--- src/rtl/lu_pkg.sv ---
package lu_pkg;

    localparam int REG_AW    = 5;
    localparam int ALU_OP_W  = 2;
    localparam int NUM_SRC   = 2;

    typedef logic [REG_AW-1:0] reg_idx_t;

    typedef struct packed {
        logic [ALU_OP_W-1:0] alu_op;
        logic                alu_src;
        logic                reg_dst;
    } ex_ctrl_t;

    typedef struct packed {
        logic branch;
        logic write;
        logic read;
    } mem_ctrl_t;

    typedef struct packed {
        logic mem_to_reg;
        logic reg_write;
    } wb_ctrl_t;

    typedef struct packed {
        ex_ctrl_t  ex;
        mem_ctrl_t mem;
        wb_ctrl_t  wb;
    } stage_ctrl_t;

    localparam int EX_W    = $bits(ex_ctrl_t);
    localparam int MEM_W   = $bits(mem_ctrl_t);
    localparam int WB_W    = $bits(wb_ctrl_t);
    localparam int CTRL_W  = $bits(stage_ctrl_t);
    localparam int SRC_BUS = NUM_SRC * REG_AW;

    // A register index names a real producer only when it is not the hardwired zero register.
    function automatic logic idx_conflict(reg_idx_t producer, reg_idx_t consumer);
        return (producer != '0) && (producer == consumer);
    endfunction

endpackage

--- src/rtl/lu_src_compare.sv ---
module lu_src_compare
    import lu_pkg::*;
#(
    parameter int N_SRC = NUM_SRC
) (
    input  logic [N_SRC*REG_AW-1:0] src_idx,
    input  reg_idx_t                tgt_idx,
    input  logic                    tgt_is_load,
    output logic                    hit
);
    logic [N_SRC-1:0] per_src;

    genvar g;
    generate
        for (g = 0; g < N_SRC; g++) begin : g_src
            assign per_src[g] = idx_conflict(tgt_idx, src_idx[g*REG_AW +: REG_AW]);
        end
    endgenerate

    assign hit = tgt_is_load && (|per_src);

endmodule

--- src/rtl/lu_idex_ctrl_reg.sv ---
module lu_idex_ctrl_reg
    import lu_pkg::*;
(
    input  logic        clk,
    input  logic        rst,
    input  logic        kill,
    input  stage_ctrl_t ctrl_d,
    input  reg_idx_t    rt_d,
    output stage_ctrl_t ctrl_q,
    output reg_idx_t    rt_q
);
    always_ff @(posedge clk) begin
        if (rst) begin
            ctrl_q <= '0;
            rt_q   <= '0;
        end else begin
            ctrl_q <= kill ? stage_ctrl_t'('0) : ctrl_d;
            rt_q   <= rt_d;
        end
    end

    assert_bubble_zeroes_R6: assert property (@(posedge clk) disable iff (rst)
        kill |=> (ctrl_q == '0));

    assert_ctrl_passes_R7: assert property (@(posedge clk) disable iff (rst)
        !kill |=> (ctrl_q == $past(ctrl_d)));

    assert_rt_passes_R7: assert property (@(posedge clk) disable iff (rst)
        1'b1 |=> (rt_q == $past(rt_d)));

    assert_reset_clears_R9: assert property (@(posedge clk)
        rst |=> (ctrl_q == '0 && rt_q == '0));

endmodule

--- src/rtl/load_use_stall_unit.sv ---
module load_use_stall_unit
    import lu_pkg::*;
(
    input  logic               clk,
    input  logic               rst,
    input  logic [REG_AW-1:0]  dec_rs,
    input  logic [REG_AW-1:0]  dec_rt,
    input  logic [EX_W-1:0]    dec_ex_ctrl,
    input  logic [MEM_W-1:0]   dec_mem_ctrl,
    input  logic [WB_W-1:0]    dec_wb_ctrl,
    output logic               pc_wr_en,
    output logic               ifid_wr_en,
    output logic               bubble,
    output logic [EX_W-1:0]    idex_ex_ctrl,
    output logic [MEM_W-1:0]   idex_mem_ctrl,
    output logic [WB_W-1:0]    idex_wb_ctrl,
    output logic [REG_AW-1:0]  idex_rt
);
    stage_ctrl_t dec_ctrl;
    stage_ctrl_t ex_ctrl_q;
    reg_idx_t    ex_rt_q;
    logic        stall;

    assign dec_ctrl = '{ex: ex_ctrl_t'(dec_ex_ctrl),
                        mem: mem_ctrl_t'(dec_mem_ctrl),
                        wb: wb_ctrl_t'(dec_wb_ctrl)};

    lu_src_compare #(.N_SRC(NUM_SRC)) u_cmp (
        .src_idx     ({dec_rt, dec_rs}),
        .tgt_idx     (ex_rt_q),
        .tgt_is_load (ex_ctrl_q.mem.read),
        .hit         (stall)
    );

    lu_idex_ctrl_reg u_idex (
        .clk    (clk),
        .rst    (rst),
        .kill   (stall),
        .ctrl_d (dec_ctrl),
        .rt_d   (dec_rt),
        .ctrl_q (ex_ctrl_q),
        .rt_q   (ex_rt_q)
    );

    assign bubble        = stall;
    assign pc_wr_en      = !stall;
    assign ifid_wr_en    = !stall;
    assign idex_ex_ctrl  = ex_ctrl_q.ex;
    assign idex_mem_ctrl = ex_ctrl_q.mem;
    assign idex_wb_ctrl  = ex_ctrl_q.wb;
    assign idex_rt       = ex_rt_q;

    assert_rs_conflict_R1: assert property (@(posedge clk) disable iff (rst)
        (idex_mem_ctrl[0] && idex_rt != '0 && idex_rt == dec_rs) |-> bubble);

    assert_rt_conflict_R2: assert property (@(posedge clk) disable iff (rst)
        (idex_mem_ctrl[0] && idex_rt != '0 && idex_rt == dec_rt) |-> bubble);

    assert_non_load_quiet_R3: assert property (@(posedge clk) disable iff (rst)
        !idex_mem_ctrl[0] |-> !bubble);

    assert_zero_target_quiet_R4: assert property (@(posedge clk) disable iff (rst)
        (idex_rt == '0) |-> !bubble);

    assert_hold_fetch_R5: assert property (@(posedge clk) disable iff (rst)
        bubble |-> (!pc_wr_en && !ifid_wr_en));

    assert_single_cycle_R8: assert property (@(posedge clk) disable iff (rst)
        bubble |=> !bubble);

endmodule

--- config.mk ---
export PLATFORM = sky130hd
export DESIGN_NAME = load_use_stall_unit
export DESIGN_NICKNAME = d
export VERILOG_FILES = /design/src/rtl/lu_pkg.sv /design/src/rtl/lu_src_compare.sv /design/src/rtl/lu_idex_ctrl_reg.sv /design/src/rtl/load_use_stall_unit.sv
export SDC_FILE = /design/constraint.sdc
export NUM_CORES = 1
export LEC_CHECK = 0
export BUFFER_PORTS_ARGS = -buffer_cell sky130_fd_sc_hd__buf_2
export CAP_MARGIN = 30
export CORE_UTILIZATION = 40
export DETAILED_ROUTE_END_ITERATION = 8
export PLACE_DENSITY = 0.79
export RECOVER_POWER = 100
export REMOVE_ABC_BUFFERS = 1
export SLEW_MARGIN = 20
export SYNTH_ARGS = -nofsm -noshare
export SYNTH_HDL_FRONTEND = slang
export SYNTH_SLANG_ARGS = --single-unit
--- constraint.sdc ---
create_clock -name clk -period 2.2 [get_ports clk]
set_input_delay 0.44 -clock clk [delete_from_list [all_inputs] [get_ports clk]]
set_output_delay 0.44 -clock clk [all_outputs]
set_load 0.05 [all_outputs]
==> results of run 1 <==
[layer usage]
layer  global-route usage [%]  up-vias  wire length [um]
met5                        0        -                 0
met4                     9.68        0                 0
met3                     4.79        0                99
met2                     27.3       29               614
met1                     21.6      241               655
li1                         -      278                 -
[Yosys cell counts, drive strengths merged]
cell type	number	area, sq um
dfxtp	14	280
xnor2	10	87.6
a21oi	9	78.8
nand2b	9	56.3
nor2b	5	31.3
buf	4	31.3
nand2	3	11.3
nand3	2	10.0
and2	1	7.51
clkbuf	1	3.75
o21a	1	7.51
o22ai	1	6.26
or4	1	7.51
[critical path, cell delays in order, from the launching register on]
cell     delay (ps)
dfxtp_4         360
or4_4           530
o21a_4          220
and2_2          190
buf_6           150
[state kept, by name, indices dropped and copies added, names as in the netlist]
name           count
u_idex.ctrl_q      9
u_idex.rt_q        5
[where the power goes]
group          leakage, nW  internal (mW)  total, mW  switching [mW]
Sequential           0.117          0.267      0.277         0.00972
Combinational        0.242         0.0547      0.147          0.0925
Clock               0.0210          0.101      0.179          0.0787
[through the flow]
stage | setup TNS, ps | area, sq um | std cells | util (%)
2_1_floorplan | -1850 | 584 | 56 | -
3_3_place_gp | 0 | 803 | 110 | 58.8
3_5_place_dp | 0 | 803 | 110 | 58.8
4_1_cts | -0.684 | 856 | 115 | 62.6
5_1_grt | -2.56 | 858 | 117 | 62.8
6_report | 0 | 858 | 117 | 62.8
[cells by family after synthesis]
family | synth area share [%]
flip-flops | 45.3
buffers and inverters | 5.65
XOR/XNOR | 14.1
AO/OA/AOI/OAI | 15.0
AND/OR/NAND/NOR | 20.0
[cell type report]
class | instances | area, sq um | share of cell area, %
Multi-Input combinational cell | 42 | 297 | 34.5
Sequential cell | 14 | 284 | 33.1
Timing Repair Buffer | 42 | 223 | 25.9
Clock buffer | 4 | 36.3 | 4.23
Tap cell | 15 | 18.8 | 2.19
[worst paths after layout]
check	start	to	slack (ps)
setup / recovery	u_idex.rt_q[0]	bubble	40
hold / removal	dec_mem_ctrl[1]	u_idex.ctrl_q[3]	390
setup reg to reg	u_idex.rt_q[0]	u_idex.ctrl_q[7]	470
hold reg to reg	u_idex.ctrl_q[2]	u_idex.ctrl_q[8]	680
[repair_timing]
action | 4_1_cts | 5_1_grt
buffers inserted | 1 | 2
resized for setup | 4 | 5
pin swaps | 1 | 1
endpoints found under the setup margin | 3 | 3
==> out/metrics.csv, run 1 <==
metric,value,unit
num_vias,548,
slew_violations,0,
ctsRootBufferMaster,clkbuf_4,
totalWireLength,1370,um
vias_per_cell,4.68,
final_common_cell,buf_2,
hold_viol,0,
syn_inst,61,
max_cap_violations,0,
fp.dieH,41.4,um
worstSetupEndpointType,primary output,
vdd_ir_drop_max,428,uV
drt_iter0_markers,5,
cts.hold.buffers_added,0,
synthesis.area,619,sq um
die_w,41.4,um
rr_worst_depth,6,
start_kind,flip-flop,
worst_pin_slew,605,ps
path_max_fanout,4,
nets,124,
final_cell_mix,"buf_2, dfxtp_1, xnor2_1",
slew_headroom,59.9,%
p_per_area,703,nW/um^2
routedWlPerCell,11.7,um
die-area,1710,sq um
required,1760,ps
power.total,0.603,mW
finalSetupViolations,0,
yosys_warnings,0,
numPortBuffers,37,
io_pins,38,
grt-ovfl-total,0,
cts_tree,built,
grt_use_total,17.5,%
row_count,13,
ys_seq_area_share,45.3,%
hold_class,input port to flip-flop,
place_ws,243,ps
final.period_utilization,98.3,%
insertion_delay,270,ps
initial_utilization,45.3,%
arrival,1720,ps
fin_ws,37.5,ps
nFillCells,134,
drtAntennaViolNets,0,
min_path_cells,3,
grt_pass1_wl,1870,um
leakage,0.380,nW
ys_seq_elements,14,
cts_buffers,3,
ctsHtreeMaxLevel,1,
whs,390,ps
core_area,1370,sq um
grt_max_degree,15,
crit_type,flip-flop to primary output,
first_global_vias,462,
drc,0,
syn2layout_area_growth,38.6,%
path_clk_slew,80,ps
ys_types,15,
cts_sinks,14,
drive_gt1_share,44.1,%
hpwlAfterDp,986,um
layout_min_cycle_time,2160,ps
fmax,0.462,GHz
grt_antenna_before_repair,0,
diodes,0,
skew,0.905,ps
outcome,"complete, no violations",
first_pass_iters,3,
place.gp.congestion,0.670,
postSynthAreaPerCell,10.2,sq um
cts_buffer_depth,2,
No activity file was read; power rests on OpenSTA's default activity.
==> inputs of run 2 (changes only) <==
Settings changed: CORE_UTILIZATION 40 to 30, PLACE_DENSITY 0.79 to 0.63.
==> run 2 against run 1 <==
- non-clock buffer count stayed put
- critical path depth stayed put
- via count is 1.1% higher
- global-route usage is 3.2 points lower
- die area is 32% higher
- critical path type unchanged
- largest cell class unchanged
==> out/metrics.csv, run 2 (same netlist as run 1, synthesis figures left out) <==
metric,value,unit,change
syn2layout_area_growth,39.8,%,was 38.6%
final.period_utilization,98.3,%,about the same
drc,0,,unchanged
place.gp.congestion,0.617,,was 0.670
grt_max_degree,15,,unchanged
placedCellCount,123,,was 110
largest_register,u_idex.ctrl_q,,unchanged
worstSetupEndpointType,primary output,,unchanged
numPortBuffers,37,,unchanged
outcome,"complete, no violations",,unchanged
drtAntennaViolNets,0,,unchanged
whs,406,ps,was 390 ps
cts_tree,built,,unchanged
die_w,47.4,um,was 41.4 um
arrival,1720,ps,about the same
grt_use_total,14.2,%,was 17.5%
max_cap_violations,0,,unchanged
ctsHtreeMaxLevel,1,,unchanged
path_clk_slew,80,ps,about the same
drive_gt1_share,47.5,%,was 44.1%
cts_sinks,14,,unchanged
insertion_delay,270,ps,about the same
final_cell_mix,"buf_2, dfxtp_1, xnor2_1, clkbuf_1",,"was buf_2, dfxtp_1, xnor2_1"
slew_violations,0,,unchanged
reg_top3,"u_idex.ctrl_q (9), u_idex.rt_q (5)",,unchanged
largest_reg_flops,9,,unchanged
first_pass_iters,2,,was 3
num_vias,554,,was 548
core_area,1940,sq um,was 1370 sq um
leakage,0.363,nW,was 0.380 nW
totalWireLength,1370,um,about the same
row_count,16,,was 13
hold_viol,0,,unchanged
final_common_cell,buf_2,,unchanged
fin_ws,36.5,ps,was 37.5 ps
vdd_ir_drop_max,345,uV,was 428 uV
fp.dieH,47.4,um,was 41.4 um
nets,124,,unchanged
p_per_area,652,nW/um^2,was 703 nW/um^2
stdcell_count,128,,was 117
place_ws,198,ps,was 243 ps
grt_pass1_wl,2150,um,was 1870 um
crit_type,flip-flop to primary output,,unchanged
path_max_fanout,4,,unchanged
fmax,0.462,GHz,about the same
worst_pin_slew,606,ps,was 605 ps
diodes,0,,unchanged
grt-ovfl-total,0,,unchanged
grt_antenna_before_repair,0,,unchanged
initial_utilization,31.9,%,was 45.3%
nFillCells,213,,was 134
hpwlAfterDp,1060,um,was 986 um
slew_headroom,59.7,%,was 59.9%
power.total,0.565,mW,was 0.603 mW
cts_buffer_depth,2,,unchanged
die-area,2250,sq um,was 1710 sq um
ctsRootBufferMaster,clkbuf_4,,unchanged
final_area,866,sq um,was 858 sq um
drt_iter0_markers,1,,was 5
finalSetupViolations,0,,unchanged
skew,0.258,ps,was 0.905 ps
hold_class,input port to flip-flop,,unchanged
required,1760,ps,about the same
layout_min_cycle_time,2160,ps,about the same
first_global_vias,525,,was 462
vias_per_cell,4.33,,was 4.68
io_pins,38,,unchanged
cts_buffers,3,,unchanged
place_area,826,sq um,was 803 sq um
start_kind,flip-flop,,unchanged
routedWlPerCell,10.7,um,was 11.7 um
rsz0062_at_grt,true,,
[run 2: critical path: stages, from the launching register on]
cell	delay, ps
dfxtp_4	370
or4_4	530
o21a_1	210
and2_2	200
buf_6	150
[run 2: worst paths after layout]
kind | startpoint | to | slack [ps] | cells after the start
worst max-delay path | u_idex.rt_q[0] | bubble | 40 | 4
worst max register to register | u_idex.rt_q[0] | u_idex.ctrl_q[2] | 460 | 6
worst min register to register | u_idex.ctrl_q[2] | u_idex.ctrl_q[3] | 800 | 4
worst min-delay path | dec_rt[0] | u_idex.rt_q[0] | 410 | 2
[run 2: what timing repair did]
item	in CTS	in global routing
hold buffers	0	0
hold endpoints to repair	0	0
pin swaps	1	1
buffers inserted	1	1
resized for setup	2	4
endpoints found under the setup margin	3	3
[run 2: through the flow]
step                      util [%]  TNS, ps
after floorplan                  -    -1850
after global placement        42.5        0
after detailed placement      42.5        0
after CTS                     44.3        0
after global routing          44.6    -48.5
final                         44.6        0
[run 2: where the power goes]
group          switching, mW  total (mW)  internal [mW]  leakage, nW
registers            0.00931       0.277          0.267        0.118
clock network         0.0751       0.138         0.0632       0.0138
logic                 0.0955       0.150         0.0542        0.232
[run 2: final cells by class]
type | count | area (sq um) | share of cell area [%]
multi-input combinational | 42 | 308 | 35.5
tap | 27 | 33.8 | 3.90
sequential | 14 | 285 | 32.9
timing repair buffer | 42 | 216 | 25.0
clock buffer | 3 | 22.5 | 2.60
[run 2: per-layer routing]
layer	vias to the layer above	track usage [%]	routed length (um)
met1	251	16.4	618
met2	27	24.1	633
met4	0	5.14	0
met5	-	0	0
li1	276	-	-
met3	0	5.28	118
==> inputs of run 3 (changes only) <==
Clock period 2.2 ns to 2 ns, I/O delays scaled along.
==> run 3 against run 2 <==
- largest cell class unchanged
- largest power group unchanged
- clock skew is 3.0 ps higher
- highest routed layer is now met4
- power up 22%
- cell count increased by 4.7%
- via count increased by 0.90%
- first-iteration DRC count increased to 6.0 times the previous value
- the flow now finishes with violations (negative setup slack)
- critical endpoint unchanged
- hold slack worse by 46 ps
==> out/metrics.csv, run 3 (same netlist as run 1, synthesis figures left out) <==
metric,value,unit,change
path_clk_slew,80,ps,about the same
required,1600,ps,was 1760 ps
p_per_area,704,nW/um^2,was 652 nW/um^2
numPortBuffers,37,,unchanged
grtUsageMet3,3.02,%,was 5.28%
layout_min_cycle_time,2070,ps,
initial_utilization,31.9,%,unchanged
cts_tree,built,,unchanged
start_kind,flip-flop,,unchanged
syn2layout_area_growth,58.2,%,was 39.8%
core_area,1940,sq um,unchanged
final_cell_mix,"buf_2, clkbuf_1, dfxtp_1",,"was buf_2, dfxtp_1, xnor2_1, clkbuf_1"
place_ws,47.6,ps,was 198 ps
drive_gt1_share,55.1,%,was 47.5%
vdd_ir_drop_max,382,uV,was 345 uV
ctsHtreeMaxLevel,1,,unchanged
grt_pass1_wl,2100,um,was 2150 um
grt_use_total,13.6,%,was 14.2%
fin_ws,-69.8,ps,was 36.5 ps
place.gp.congestion,0.638,,was 0.617
largest_register,u_idex.ctrl_q,,unchanged
slew_violations,0,,unchanged
reg_top3,"u_idex.ctrl_q (9), u_idex.rt_q (5)",,unchanged
num_vias,559,,was 554
skew,3.30,ps,was 0.258 ps
min_from,dec_ex_ctrl[1],,was dec_rt[0]
die-area,2250,sq um,unchanged
grt_antenna_before_repair,0,,unchanged
failed_checks,negative setup slack,,
worst_pin_slew,611,ps,was 606 ps
drt_iter0_markers,6,,was 1
whs,360,ps,was 406 ps
die_w,47.4,um,unchanged
grt_use_met2,22.5,%,was 24.1%
totalWireLength,1420,um,was 1370 um
largest_reg_flops,9,,unchanged
final.period_utilization,103,%,
ctsRootBufferMaster,clkbuf_4,,unchanged
cts_sinks,14,,unchanged
arrival,1670,ps,was 1720 ps
cts_buffers,3,,unchanged
tns,-69.8,ps,was 0 ps
first_global_vias,533,,was 525
fmax,0.483,GHz,
startpoint,u_idex.rt_q[1],,was u_idex.rt_q[0]
grt_max_degree,15,,unchanged
slew_headroom,59.4,%,was 59.7%
drc,0,,unchanged
nets,129,,was 124
row_count,16,,unchanged
first_pass_iters,4,,was 2
finalSetupViolations,1,,was 0
hold_viol,0,,unchanged
cts_buffer_depth,2,,unchanged
drtAntennaViolNets,0,,unchanged
power.total,0.690,mW,was 0.565 mW
max_cap_violations,0,,unchanged
diodes,0,,unchanged
final_common_cell,buf_2,,unchanged
io_pins,38,,unchanged
routedWlPerCell,10.6,um,was 10.7 um
worstSetupEndpointType,primary output,,unchanged
grt.busiest_layer,met2,,unchanged
insertion_delay,270,ps,about the same
nFillCells,196,,was 213
placedCellCount,125,,was 123
grt-ovfl-total,0,,unchanged
hpwlAfterDp,1030,um,was 1060 um
leakage,0.428,nW,was 0.363 nW
vias_per_cell,4.17,,was 4.33
hold_class,input port to flip-flop,,unchanged
rsz0062_at_grt,true,,unchanged
cts.hold.buffers_added,0,,unchanged
use_met1,16.6,%,was 16.4%
stdcell_count,134,,was 128
worstReg2RegStart,u_idex.rt_q[1],,was u_idex.rt_q[0]
path_max_fanout,3,,was 4
fp.dieH,47.4,um,unchanged
outcome,"finished, violations left",,"was complete, no violations"
crit_type,flip-flop to primary output,,unchanged
-- run 3: cell types whose count changed in the layout (fill, tap and decap cells not counted), moves of 2 or more --
| cell | change |
|---|---|
| dfxtp_1 | -2 |
| buf_2 | -4 |
| clkbuf_1 | +2 |
| xnor2_2 | +2 |
| xnor2_1 | -2 |
| buf_8 | +2 |
| buf_4 | +3 |
| dfxtp_2 | +3 |
| buf_6 | +2 |
-- run 3: critical path, stage by stage, from the launching register on --
cell and delay, ps:
dfxtp_2 330, or4_4 530, o21a_4 230, and2_4 160
buf_8 140
-- run 3: path summary, 6_finish.rpt --
kind / to / slack (ps) / cells after the start
worst min-delay path: u_idex.ctrl_q[6] / 360 / 3
worst min register to register: u_idex.ctrl_q[3] / 720 / 3
worst max-delay path: bubble / -70 / 4
worst max register to register: u_idex.ctrl_q[1] / 400 / 5
-- run 3: where the power goes --
| group | switching [mW] | internal [mW] | total, mW |
|---|---|---|---|
| Sequential | 0.00921 | 0.295 | 0.304 |
| Combinational | 0.113 | 0.0737 | 0.186 |
| Clock | 0.0885 | 0.111 | 0.199 |
-- run 3: layout make-up --
| cell class | instances | area [sq um] | share of cell area, % |
|---|---|---|---|
| multi-input combinational | 42 | 345 | 35.2 |
| sequential | 14 | 285 | 29.1 |
| timing repair buffer | 47 | 279 | 28.5 |
| clock buffer | 4 | 36.3 | 3.70 |
| tap | 27 | 33.8 | 3.45 |
-- run 3: layer usage --
metal  routed length [um]  vias to the layer above
li1                     -                      291
met1                  628                      239
met2                  685                       27
met3                  102                        2
met4                    4                        0
met5                    0                        -
-- run 3: repair_timing --
item | in CTS | in global routing
hold endpoints to repair | 0 | 0
buffers inserted | 4 | 1
endpoints found under the setup margin | 3 | 3
resized for setup | 12 | 10
pin swaps | 5 | 7
-- run 3: metrics by stage --
step	area, sq um	utilization, %
after global placement	841	43.3
after floorplan	584	-
after detailed placement	841	43.3
after global routing	980	50.5
after CTS	943	48.6
final	980	50.5
